$ cat src/rtl/icu_pkg.sv
package icu_pkg;
   localparam int DW       = 32;
   localparam int AW       = 4;
   localparam int NSEC     = 5;
   localparam int NSUM     = 10;
   localparam int HI_BASE  = 16;
   localparam int SUM_BASE = 16;

   localparam int A_PSTAT  = 0;
   localparam int A_PMASK  = 1;
   localparam int A_SSTAT0 = 2;
   localparam int A_SMASK0 = 7;
   localparam int A_GEN    = 12;
   localparam int A_PEND   = 13;

   localparam logic [DW-1:0] GEN_ON_CODE  = 32'h0000_0001;
   localparam logic [DW-1:0] GEN_OFF_CODE = 32'h0000_0000;

   function automatic int sum_reg(input int i);
      case (i)
         0, 1:    return 0;
         2, 3:    return 1;
         4, 5, 6: return 2;
         7, 8:    return 3;
         default: return 4;
      endcase
   endfunction

   function automatic logic [DW-1:0] sum_field(input int i, input int nq);
      logic [DW-1:0] lo;
      lo = (DW'(1) << nq) - DW'(1);
      case (i)
         1, 3, 8: return lo << HI_BASE;
         5:       return DW'(32'h0007_0000);
         6:       return DW'(32'h1F00_0000);
         default: return lo;
      endcase
   endfunction
endpackage

$ cat src/rtl/icu_w1c_reg.sv
module icu_w1c_reg #(
   parameter int W = 32
) (
   input  logic         clk,
   input  logic         rst_n,
   input  logic [W-1:0] set_i,
   input  logic [W-1:0] clr_i,
   output logic [W-1:0] q_o
);
   always_ff @(posedge clk) begin
      if (!rst_n) q_o <= '0;
      else        q_o <= (q_o & ~clr_i) | set_i;
   end
endmodule

$ cat src/rtl/icu_summary.sv
module icu_summary
   import icu_pkg::*;
#(
   parameter int NQ = 10
) (
   input  logic [NSEC-1:0][DW-1:0] sec_q,
   input  logic [NSEC-1:0][DW-1:0] sec_msk,
   output logic [NSUM-1:0]         sum_o
);
   for (genvar i = 0; i < NSUM; i++) begin : g_sum
      localparam int            RI  = sum_reg(i);
      localparam logic [DW-1:0] FLD = sum_field(i, NQ);
      assign sum_o[i] = |(sec_q[RI] & sec_msk[RI] & FLD);
   end
endmodule

$ cat src/rtl/icu_two_level.sv
module icu_two_level
   import icu_pkg::*;
#(
   parameter int NQ = 10,
   parameter int ND = 8
) (
   input  logic          clk,
   input  logic          rst_n,
   input  logic          bus_wr,
   input  logic [AW-1:0] bus_addr,
   input  logic [DW-1:0] bus_wdata,
   output logic [DW-1:0] bus_rdata,
   input  logic [NQ-1:0] ev_txok,
   input  logic [NQ-1:0] ev_txdesc,
   input  logic [NQ-1:0] ev_txerr,
   input  logic [NQ-1:0] ev_txeol,
   input  logic [NQ-1:0] ev_txurn,
   input  logic [NQ-1:0] ev_cbrorn,
   input  logic [NQ-1:0] ev_cbrurn,
   input  logic [NQ-1:0] ev_qtrig,
   input  logic [2:0]    ev_hiu,
   input  logic [4:0]    ev_bcn,
   input  logic [ND-1:0] ev_direct,
   output logic          irq_o
);
   initial begin
      assert (NQ >= 1 && NQ <= HI_BASE) else $error("NQ out of range");
      assert (ND >= 1 && ND <= SUM_BASE) else $error("ND out of range");
   end

   logic [NSEC-1:0][DW-1:0] sec_set, sec_clr, sec_q, sec_msk;
   logic [ND-1:0]           dir_q, dir_clr;
   logic [NSUM-1:0]         psum;
   logic [DW-1:0]           pmask, prim;
   logic                    gen_en;
   logic                    wr_prim;

   assign wr_prim = bus_wr && (bus_addr == AW'(A_PSTAT));

   always_comb begin
      sec_set = '0;
      sec_set[0][NQ-1:0]         = ev_txok;
      sec_set[0][HI_BASE +: NQ]  = ev_txdesc;
      sec_set[1][NQ-1:0]         = ev_txerr;
      sec_set[1][HI_BASE +: NQ]  = ev_txeol;
      sec_set[2][NQ-1:0]         = ev_txurn;
      sec_set[2][18:16]          = ev_hiu;
      sec_set[2][28:24]          = ev_bcn;
      sec_set[3][NQ-1:0]         = ev_cbrorn;
      sec_set[3][HI_BASE +: NQ]  = ev_cbrurn;
      sec_set[4][NQ-1:0]         = ev_qtrig;
   end

   always_comb begin
      for (int k = 0; k < NSEC; k++)
         sec_clr[k] = (bus_wr && bus_addr == AW'(A_SSTAT0 + k)) ? bus_wdata : '0;
      for (int i = 0; i < NSUM; i++)
         if (wr_prim && bus_wdata[SUM_BASE + i])
            sec_clr[sum_reg(i)] = sec_clr[sum_reg(i)] | sum_field(i, NQ);
   end

   for (genvar k = 0; k < NSEC; k++) begin : g_sec
      icu_w1c_reg #(.W(DW)) u_stat (
         .clk   (clk),
         .rst_n (rst_n),
         .set_i (sec_set[k]),
         .clr_i (sec_clr[k]),
         .q_o   (sec_q[k])
      );
      always_ff @(posedge clk) begin
         if (!rst_n) sec_msk[k] <= '0;
         else if (bus_wr && bus_addr == AW'(A_SMASK0 + k)) sec_msk[k] <= bus_wdata;
      end
   end

   assign dir_clr = wr_prim ? bus_wdata[ND-1:0] : '0;

   icu_w1c_reg #(.W(ND)) u_direct (
      .clk   (clk),
      .rst_n (rst_n),
      .set_i (ev_direct),
      .clr_i (dir_clr),
      .q_o   (dir_q)
   );

   icu_summary #(.NQ(NQ)) u_sum (
      .sec_q   (sec_q),
      .sec_msk (sec_msk),
      .sum_o   (psum)
   );

   always_comb begin
      prim = '0;
      prim[ND-1:0]               = dir_q;
      prim[SUM_BASE +: NSUM]     = psum;
   end

   always_ff @(posedge clk) begin
      if (!rst_n) begin
         pmask  <= '0;
         gen_en <= 1'b0;
      end else if (bus_wr) begin
         if (bus_addr == AW'(A_PMASK)) pmask <= bus_wdata;
         if (bus_addr == AW'(A_GEN)) begin
            if (bus_wdata == GEN_ON_CODE)       gen_en <= 1'b1;
            else if (bus_wdata == GEN_OFF_CODE) gen_en <= 1'b0;
         end
      end
   end

   assign irq_o = gen_en && (|(prim & pmask));

   always_comb begin
      bus_rdata = '0;
      case (bus_addr)
         AW'(A_PSTAT): bus_rdata = prim;
         AW'(A_PMASK): bus_rdata = pmask;
         AW'(A_GEN):   bus_rdata = {{(DW-1){1'b0}}, gen_en};
         AW'(A_PEND):  bus_rdata = {{(DW-1){1'b0}}, irq_o};
         default: begin
            for (int k = 0; k < NSEC; k++) begin
               if (bus_addr == AW'(A_SSTAT0 + k)) bus_rdata = sec_q[k];
               if (bus_addr == AW'(A_SMASK0 + k)) bus_rdata = sec_msk[k];
            end
         end
      endcase
   end
endmodule

$ cat config.mk
export PLATFORM = sky130hd
export DESIGN_NAME = icu_two_level
export DESIGN_NICKNAME = d
export VERILOG_FILES = /design/src/rtl/icu_pkg.sv /design/src/rtl/icu_w1c_reg.sv /design/src/rtl/icu_summary.sv /design/src/rtl/icu_two_level.sv
export SDC_FILE = /design/constraint.sdc
export NUM_CORES = 1
export LEC_CHECK = 0
export BUFFER_PORTS_ARGS = -buffer_cell sky130_fd_sc_hd__buf_2
export CORE_UTILIZATION = 40
export CTS_CLUSTER_SIZE = 24
export DETAILED_ROUTE_END_ITERATION = 10
export SETUP_SLACK_MARGIN = 0.1
export SYNTH_ARGS = -nofsm -noshare
export SYNTH_HDL_FRONTEND = slang
export SYNTH_SLANG_ARGS = --single-unit
$ cat constraint.sdc
create_clock -name clk -period 3.55 [get_ports clk]
set_clock_uncertainty 0.2 [all_clocks]
set_input_delay 0.8875 -clock clk [delete_from_list [all_inputs] [get_ports clk]]
set_output_delay 0.8875 -clock clk [all_outputs]
set_load 0.05 [all_outputs]
==> metrics.txt, run 1 <==
# TYPE chip_impl_metric gauge
chip_impl_info{name="critPathCaptureType",value="primary output"} 1
chip_impl_metric{name="relSlewSlack",unit="%"} 47.55
chip_impl_metric{name="regArea",unit="mm^2"} 0.007237
chip_impl_metric{name="post-route-min-period",unit="ns"} 3.789
chip_impl_info{name="synth.top_cells.by_count",value="645 x nand2_1, 361 x dfxtp_1, 164 x a21oi_1"} 1
chip_impl_metric{name="dp_hpwl",unit="um"} 50460
chip_impl_metric{name="max-clock-path-buffers",unit=""} 3
chip_impl_metric{name="core-area",unit="mm^2"} 0.04232
chip_impl_metric{name="io-pin-count",unit=""} 168
chip_impl_metric{name="worstPathMaxFanout",unit=""} 8
chip_impl_metric{name="clk_latency",unit="ns"} 0.56
chip_impl_metric{name="max_slew.worst_pin.slew",unit="ns"} 0.7796
chip_impl_metric{name="dieHeight",unit="um"} 210.0
chip_impl_info{name="result_of_the_run",value="finished with violations"} 1
chip_impl_metric{name="synth.top_cell.area_share",unit="%"} 41.77
chip_impl_metric{name="antennaDiodeCount",unit=""} 0
chip_impl_metric{name="ff2ff_path_depth",unit=""} 2
chip_impl_metric{name="synth_enable_flop_cells",unit=""} 0
chip_impl_info{name="worstPathCellList",value="buf_8, buf_12, buf_12, nor3_4, buf_6, buf_6, nand2b_4, a221oi_2, buf_4, o221ai_4, buf_12"} 1
chip_impl_metric{name="dpl_cell_area",unit="mm^2"} 0.02010
chip_impl_info{name="failed_checks",value="setup timing"} 1
chip_impl_info{name="yosys.cell_count.top_type",value="nand2_1"} 1
chip_impl_info{name="yosysTopAreaCell",value="dfxtp_1"} 1
chip_impl_metric{name="power.density",unit="mW/mm^2"} 448.1
chip_impl_metric{name="grt_first_pass_wirelength",unit="um"} 108500
chip_impl_metric{name="grt_antenna_before_repair",unit=""} 0
chip_impl_metric{name="detailedRoute.firstPassIterationCount",unit=""} 8
chip_impl_metric{name="synthArstFlopShare",unit="%"} 0
chip_impl_metric{name="final_setup_tns",unit="ns"} -4.306
chip_impl_metric{name="cpPeakStageDelay",unit="ns"} 0.39
chip_impl_metric{name="arrival",unit="ns"} 2.70
chip_impl_metric{name="initial_utilization",unit="%"} 40.88
chip_impl_info{name="clock-root-buffer",value="clkbuf_16"} 1
chip_impl_metric{name="drt-wirelength-per-cell",unit="um"} 23.63
chip_impl_metric{name="cts-buffers-inserted",unit=""} 42
chip_impl_metric{name="count_of_filler_cells_inserted_in_the_layout",unit=""} 3867
chip_impl_metric{name="min_delay_path_depth",unit=""} 2
chip_impl_metric{name="mappedNetlistArea",unit="mm^2"} 0.01730
chip_impl_info{name="criticalPathCategory",value="in -> out"} 1
chip_impl_info{name="cts_tree",value="done"} 1
chip_impl_info{name="critical-path-top-cell-by-count",value="buf_12"} 1
chip_impl_info{name="nature_of_the_critical_path_startpoint",value="input pin"} 1
chip_impl_metric{name="layout_worst_path_cycle_share",unit="%"} 106.7
chip_impl_metric{name="required",unit="ns"} 2.46
chip_impl_metric{name="postSynthAreaPerCell",unit="um^2"} 7.800
chip_impl_metric{name="dr_total_vias",unit=""} 18403
chip_impl_metric{name="gpl.final_weighted_congestion",unit=""} 0.9763
chip_impl_metric{name="detailedRoute.firstIterationViolations",unit=""} 1881
chip_impl_metric{name="clock_sinks",unit=""} 361
chip_impl_metric{name="number_of_global_route_vias_before_repair",unit=""} 17723
chip_impl_metric{name="timing.fmax",unit="GHz"} 0.2639
chip_impl_metric{name="cts.clk_slew.worst_paths",unit="ns"} 0.07
chip_impl_metric{name="maximum_number_of_pins_on_one_net_before_global_route_repair",unit=""} 95
chip_impl_metric{name="synthDistinctLibCells",unit=""} 66
chip_impl_metric{name="finish.instance_area",unit="mm^2"} 0.02345
chip_impl_metric{name="gr-total-overflow",unit=""} 0
chip_impl_metric{name="grt_util_all_layers",unit="%"} 32.42
chip_impl_metric{name="multiInputGateArea",unit="mm^2"} 0.01005
chip_impl_info{name="unrepaired_setup_endpoints_after_global_routing",value="true"} 1
chip_impl_metric{name="via_per_inst",unit=""} 5.944
chip_impl_metric{name="syn-num-nets",unit=""} 2353
chip_impl_metric{name="fin_nets",unit=""} 2622
chip_impl_metric{name="drt_drc_violations_left",unit=""} 0
chip_impl_info{name="cp_slowest_cell",value="nor3_4"} 1
chip_impl_info{name="hold_class",value="reg -> reg"} 1
chip_impl_metric{name="wl",unit="um"} 73170
chip_impl_metric{name="finalHoldViolCount",unit=""} 0
chip_impl_info{name="synthFlopType",value="dfxtp_1"} 1
chip_impl_metric{name="synth-seq-cells",unit=""} 361
chip_impl_metric{name="layout-drive-gt1-share",unit="%"} 26.99
chip_impl_metric{name="ant_nets",unit=""} 0
chip_impl_info{name="synth_area_leaders",value="dfxtp_1 42%, nand2_1 14%, a21boi_0 6.9%"} 1
chip_impl_metric{name="cts-htree-levels",unit=""} 2
chip_impl_metric{name="vdd_drop_max",unit="mV"} 0.4173
chip_impl_metric{name="post_synthesis_cells",unit=""} 2218
chip_impl_metric{name="die_area",unit="mm^2"} 0.04409
chip_impl_metric{name="yosysSeqAreaShare",unit="%"} 41.77
chip_impl_metric{name="port_buffers",unit=""} 167
chip_impl_metric{name="area_growth",unit="%"} 35.55
chip_impl_metric{name="std_cell_rows",unit=""} 75
chip_impl_metric{name="worst_slack",unit="ns"} -0.2388
chip_impl_metric{name="final_max_slew_viol_count",unit=""} 0
chip_impl_metric{name="ys_warnings",unit=""} 0
chip_impl_metric{name="final_setup_fails",unit=""} 31
chip_impl_metric{name="max-cap-violations",unit=""} 0
chip_impl_metric{name="static-leakage-power",unit="nW"} 8.749
chip_impl_metric{name="dieWidth",unit="um"} 210.0
-- what timing repair did --
action                     CTS  global route
buffers inserted            26            25
setup endpoints to repair   33            33
gates resized for setup    186           141
hold endpoints to repair     0             0
hold buffers                 0             0
pin swaps                   58            53
gates cloned                 4             6
-- path summary, 6_finish.rpt --
check	startpoint	to	slack, ns
setup reg to reg	g_sec[3].u_stat.q_o[17]	g_sec[3].u_stat.q_o[17]	2.53
hold reg to reg	g_sec[4].u_stat.q_o[30]	g_sec[4].u_stat.q_o[30]	0.23
setup / recovery	bus_addr[0]	bus_rdata[30]	-0.24
hold / removal	g_sec[4].u_stat.q_o[30]	g_sec[4].u_stat.q_o[30]	0.23
-- cell usage in the layout (no fill, tap or decap), types with 16 or more instances in the layout --
master	netlist	routed
dfxtp_1	361	357
a21boi_1	34	34
a21boi_0	158	158
a31oi_1	85	85
nor2_1	37	30
buf_8	0	23
buf_6	6	48
buf_12	0	39
a21oi_2	0	19
nor2b_1	105	99
a22o_1	20	20
buf_2	75	130
a21oi_1	164	137
o21ai_0	73	50
clkbuf_16	0	48
o21ai_1	15	16
a22oi_1	61	56
nand2_2	7	16
a222oi_1	32	32
buf_4	13	186
nand2_1	645	636
-- critical path, delay by kind of cell --
family,cells,cell delay (ns)
simple gates,2,0.44
buf+inv,7,1.03
compound gates,2,0.33
-- sequential cells by signal (all words and copies together), names as in the netlist --
name	count
u_direct.q_o	8
sec_msk	160
gen_en	1
g_sec.u_stat.q_o	160
pmask	32
-- cell type report --
cell class / count / share of cell area (%)
Sequential cell: 361 / 30.86
Timing Repair Buffer: 434 / 16.68
Tap cell: 577 / 3.078
Inverter: 2 / 0.08003
Clock buffer: 60 / 5.330
Multi-Input combinational cell: 1646 / 42.85
Clock inverter: 16 / 1.120
-- metrics by stage --
stage	cells	hold WS [ns]	worst slack, ns	utilization [%]	total power [mW]
after floorplan	2218	0.2115	0.004707	-	4.992
after global placement	2964	0.2185	-0.6194	47.49	5.554
after detailed placement	2964	0.2216	-0.5886	47.49	5.566
after CTS	3069	0.2312	-0.2632	53.37	10.42
after global routing	3096	0.2450	-0.2875	55.41	10.80
final	3096	0.2316	-0.2388	55.41	10.51
-- report_power, final --
| part | total [mW] | internal [mW] | switching, mW |
|---|---|---|---|
| registers | 4.29 | 4.16 | 0.130 |
| clock network | 4.77 | 2.96 | 1.81 |
| logic | 1.45 | 0.619 | 0.831 |
| total | 10.5 | 7.73 | 2.78 |
-- cell families after synthesis --
group           Yosys count  share of synthesized area, %
compound gates          748                         29.49
mux                       7                        0.4122
buf+inv                 213                         5.706
simple gates            889                         22.62
flops                   361                         41.77
-- layer usage --
metal | vias up | part of all wire (%) | track usage [%]
met5 | - | 0 | 0
met4 | 0 | 5.6 | 17.17
met3 | 215 | 7.5 | 5.483
met2 | 858 | 46 | 53.09
met1 | 8963 | 41 | 40.87
li1 | 8367 | - | -
Power figures use the tool's default switching activity.
==> inputs of run 2 (changes only) <==
Settings changed: CORE_UTILIZATION 40 to 50, PLACE_DENSITY set to 0.72.
Clock period 3.55 ns to 3.3 ns, I/O delays scaled along.
==> run 2 against run 1 <==
The flow still finishes with violations (setup timing). First-iteration DRC count grew 19%. Sequential power grew 7.5%. Critical endpoint is now bus_rdata[0]. Register-to-register slack lost 0.29 ns. Clock-buffer cell count grew 1. Largest power group is now sequential cells.
==> metrics.txt, run 2 (synthesis gave the netlist of run 1 again) <==
# TYPE chip_impl_metric gauge
chip_impl_metric{name="power.share.clock",unit="%"} 41.8
chip_impl_metric{name="timing.fmax",unit="GHz"} 0.2649
chip_impl_metric{name="dr_total_vias",unit=""} 19289
chip_impl_metric{name="vdd_drop_max",unit="mV"} 0.4378
chip_impl_metric{name="p_comb_share",unit="%"} 15.8
chip_impl_metric{name="drt_drc_violations_left",unit=""} 0
chip_impl_metric{name="preCtsSetupSlack",unit="ns"} -0.6630
chip_impl_metric{name="via_per_inst",unit=""} 6.347
chip_impl_metric{name="max-cap-violations",unit=""} 0
chip_impl_metric{name="p_sw_share",unit="%"} 27.32
chip_impl_metric{name="initial_utilization",unit="%"} 51.21
chip_impl_metric{name="fin_nets",unit=""} 2699
chip_impl_metric{name="p_int",unit="mW"} 7.905
chip_impl_metric{name="antennaDiodeCount",unit=""} 0
chip_impl_metric{name="grt_antenna_before_repair",unit=""} 0
chip_impl_info{name="nature_of_the_critical_path_startpoint",value="register"} 1
chip_impl_metric{name="clk_latency",unit="ns"} 0.56
chip_impl_metric{name="wl",unit="um"} 74360
chip_impl_metric{name="port_buffers",unit=""} 167
chip_impl_metric{name="dpl_cell_area",unit="mm^2"} 0.02057
chip_impl_metric{name="required",unit="ns"} 2.27
chip_impl_metric{name="detailedRoute.firstIterationViolations",unit=""} 2241
chip_impl_metric{name="max_slew.worst_pin.slew",unit="ns"} 0.9140
chip_impl_info{name="registers_with_the_most_flip_flops",value="g_sec.u_stat.q_o: 160 flops, sec_msk: 160 flops, pmask: 32 flops"} 1
chip_impl_info{name="hold_class",value="reg -> reg"} 1
chip_impl_metric{name="arrival",unit="ns"} 2.75
chip_impl_metric{name="final_setup_tns",unit="ns"} -9.996
chip_impl_metric{name="max-clock-path-buffers",unit=""} 3
chip_impl_info{name="most-common-layout-cells",value="632 x nand2_1, 360 x dfxtp_1, 227 x buf_4"} 1
chip_impl_metric{name="detailedRoute.firstPassIterationCount",unit=""} 7
chip_impl_metric{name="post-route-min-period",unit="ns"} 3.774
chip_impl_metric{name="drt-wirelength-per-cell",unit="um"} 24.47
chip_impl_metric{name="cts-buffers-inserted",unit=""} 41
chip_impl_metric{name="regArea",unit="mm^2"} 0.007228
chip_impl_metric{name="std_cell_rows",unit=""} 67
chip_impl_metric{name="ant_nets",unit=""} 0
chip_impl_metric{name="final_max_slew_viol_count",unit=""} 0
chip_impl_metric{name="dp_hpwl",unit="um"} 50110
chip_impl_metric{name="post_cts_hold_buffers",unit=""} 0
chip_impl_metric{name="gr-total-overflow",unit=""} 0
chip_impl_metric{name="number_of_global_route_vias_before_repair",unit=""} 18606
chip_impl_info{name="criticalPathCategory",value="reg -> out"} 1
chip_impl_metric{name="layout_worst_path_cycle_share",unit="%"} 114.4
chip_impl_metric{name="maximum_number_of_pins_on_one_net_before_global_route_repair",unit=""} 101
chip_impl_metric{name="multiInputGateArea",unit="mm^2"} 0.01033
chip_impl_info{name="cts_tree",value="done"} 1
chip_impl_metric{name="core-area",unit="mm^2"} 0.03378
chip_impl_info{name="critPathCaptureType",value="primary output"} 1
chip_impl_metric{name="relSlewSlack",unit="%"} 38.51
chip_impl_info{name="unrepaired_setup_endpoints_after_global_routing",value="true"} 1
chip_impl_metric{name="finish.instance_area",unit="mm^2"} 0.02416
chip_impl_metric{name="gpl.final_weighted_congestion",unit=""} 0.9789
chip_impl_metric{name="dieHeight",unit="um"} 188.0
chip_impl_metric{name="io-pin-count",unit=""} 168
chip_impl_metric{name="die_area",unit="mm^2"} 0.03535
chip_impl_metric{name="dieWidth",unit="um"} 188.0
chip_impl_info{name="clock-root-buffer",value="clkbuf_16"} 1
chip_impl_metric{name="area_growth",unit="%"} 39.65
chip_impl_metric{name="worst_slack",unit="ns"} -0.4744
chip_impl_metric{name="power.switching",unit="mW"} 2.971
chip_impl_metric{name="final_setup_fails",unit=""} 33
chip_impl_metric{name="finalHoldViolCount",unit=""} 0
chip_impl_metric{name="cts.clk_slew.worst_paths",unit="ns"} 0.06
chip_impl_info{name="layout.cells.most_common",value="nand2_1"} 1
chip_impl_metric{name="cts-htree-levels",unit=""} 2
chip_impl_metric{name="seq_power_share",unit="%"} 42.4
chip_impl_info{name="result_of_the_run",value="finished with violations"} 1
chip_impl_metric{name="worstPathMaxFanout",unit=""} 3
chip_impl_metric{name="grt_first_pass_wirelength",unit="um"} 109500
chip_impl_metric{name="power.density",unit="mW/mm^2"} 450.2
chip_impl_metric{name="layout-drive-gt1-share",unit="%"} 30.14
chip_impl_metric{name="grt_util_all_layers",unit="%"} 40.40
chip_impl_metric{name="count_of_filler_cells_inserted_in_the_layout",unit=""} 2622
chip_impl_metric{name="clock_sinks",unit=""} 361
chip_impl_info{name="failed_checks",value="setup timing"} 1
chip_impl_metric{name="static-leakage-power",unit="nW"} 9.176
run 2: timing repair:
action,CTS,global route
setup endpoints to repair,33,33
endpoints found under the hold margin,0,0
pin swaps,115,83
setup buffers,59,33
gates resized for setup,295,89
gates cloned,7,3
run 2: worst paths after layout:
path                                 from                      end  slack [ns]  depth (start not counted)
setup reg to reg              sec_msk[53]              sec_msk[53]        2.24                          2
setup / recovery              sec_msk[64]             bus_rdata[0]       -0.47                          8
hold reg to reg   g_sec[4].u_stat.q_o[14]  g_sec[4].u_stat.q_o[14]        0.23                          2
hold / removal    g_sec[4].u_stat.q_o[14]  g_sec[4].u_stat.q_o[14]        0.23                          2
run 2: layout make-up:
cell class	count	share of cell area, %
Timing Repair Buffer	514	19.49
Sequential cell	361	29.92
Clock inverter	9	0.4816
Inverter	2	0.05179
Tap cell	448	2.320
Multi-Input combinational cell	1644	42.76
Clock buffer	61	4.977
run 2: routing by layer:
| metal | vias to the layer above | GRT usage, % | wire length, um |
|---|---|---|---|
| met2 | 1261 | 65.16 | 33740 |
| li1 | 8503 | - | - |
| met1 | 9174 | 49.29 | 27600 |
| met3 | 351 | 7.019 | 7297 |
| met4 | 0 | 27.20 | 5717 |
| met5 | - | 0 | 0 |
run 2: per-stage QoR:
stage                     power, mW  hold WS [ns]  utilization, %  instances
after floorplan               5.403        0.2115               -       2218
after global placement        6.033        0.2171           60.88       2883
after detailed placement      6.048        0.2219           60.88       2883
after CTS                     10.75        0.2313           69.84       3016
after global routing          11.13        0.2469           71.51       3039
final                         10.88        0.2329           71.51       3039
run 2: power groups by stage:
stage | registers, mW | clock network (mW) | logic (mW)
after global placement | 4.69 | 0 | 1.35
after global routing | 4.61 | 4.74 | 1.78
after detailed placement | 4.69 | 0 | 1.36
after CTS | 4.60 | 4.55 | 1.60
after floorplan | 4.63 | 0 | 0.770
final | 4.61 | 4.55 | 1.72
run 2: critical path: stages (launching register included):
cell      delay, ns
dfxtp_1        0.34
a22o_1         0.23
a221oi_2       0.17
nand4_1        0.24
buf_6          0.22
a221o_1        0.35
and4b_2        0.38
o21ai_4        0.08
buf_6          0.17
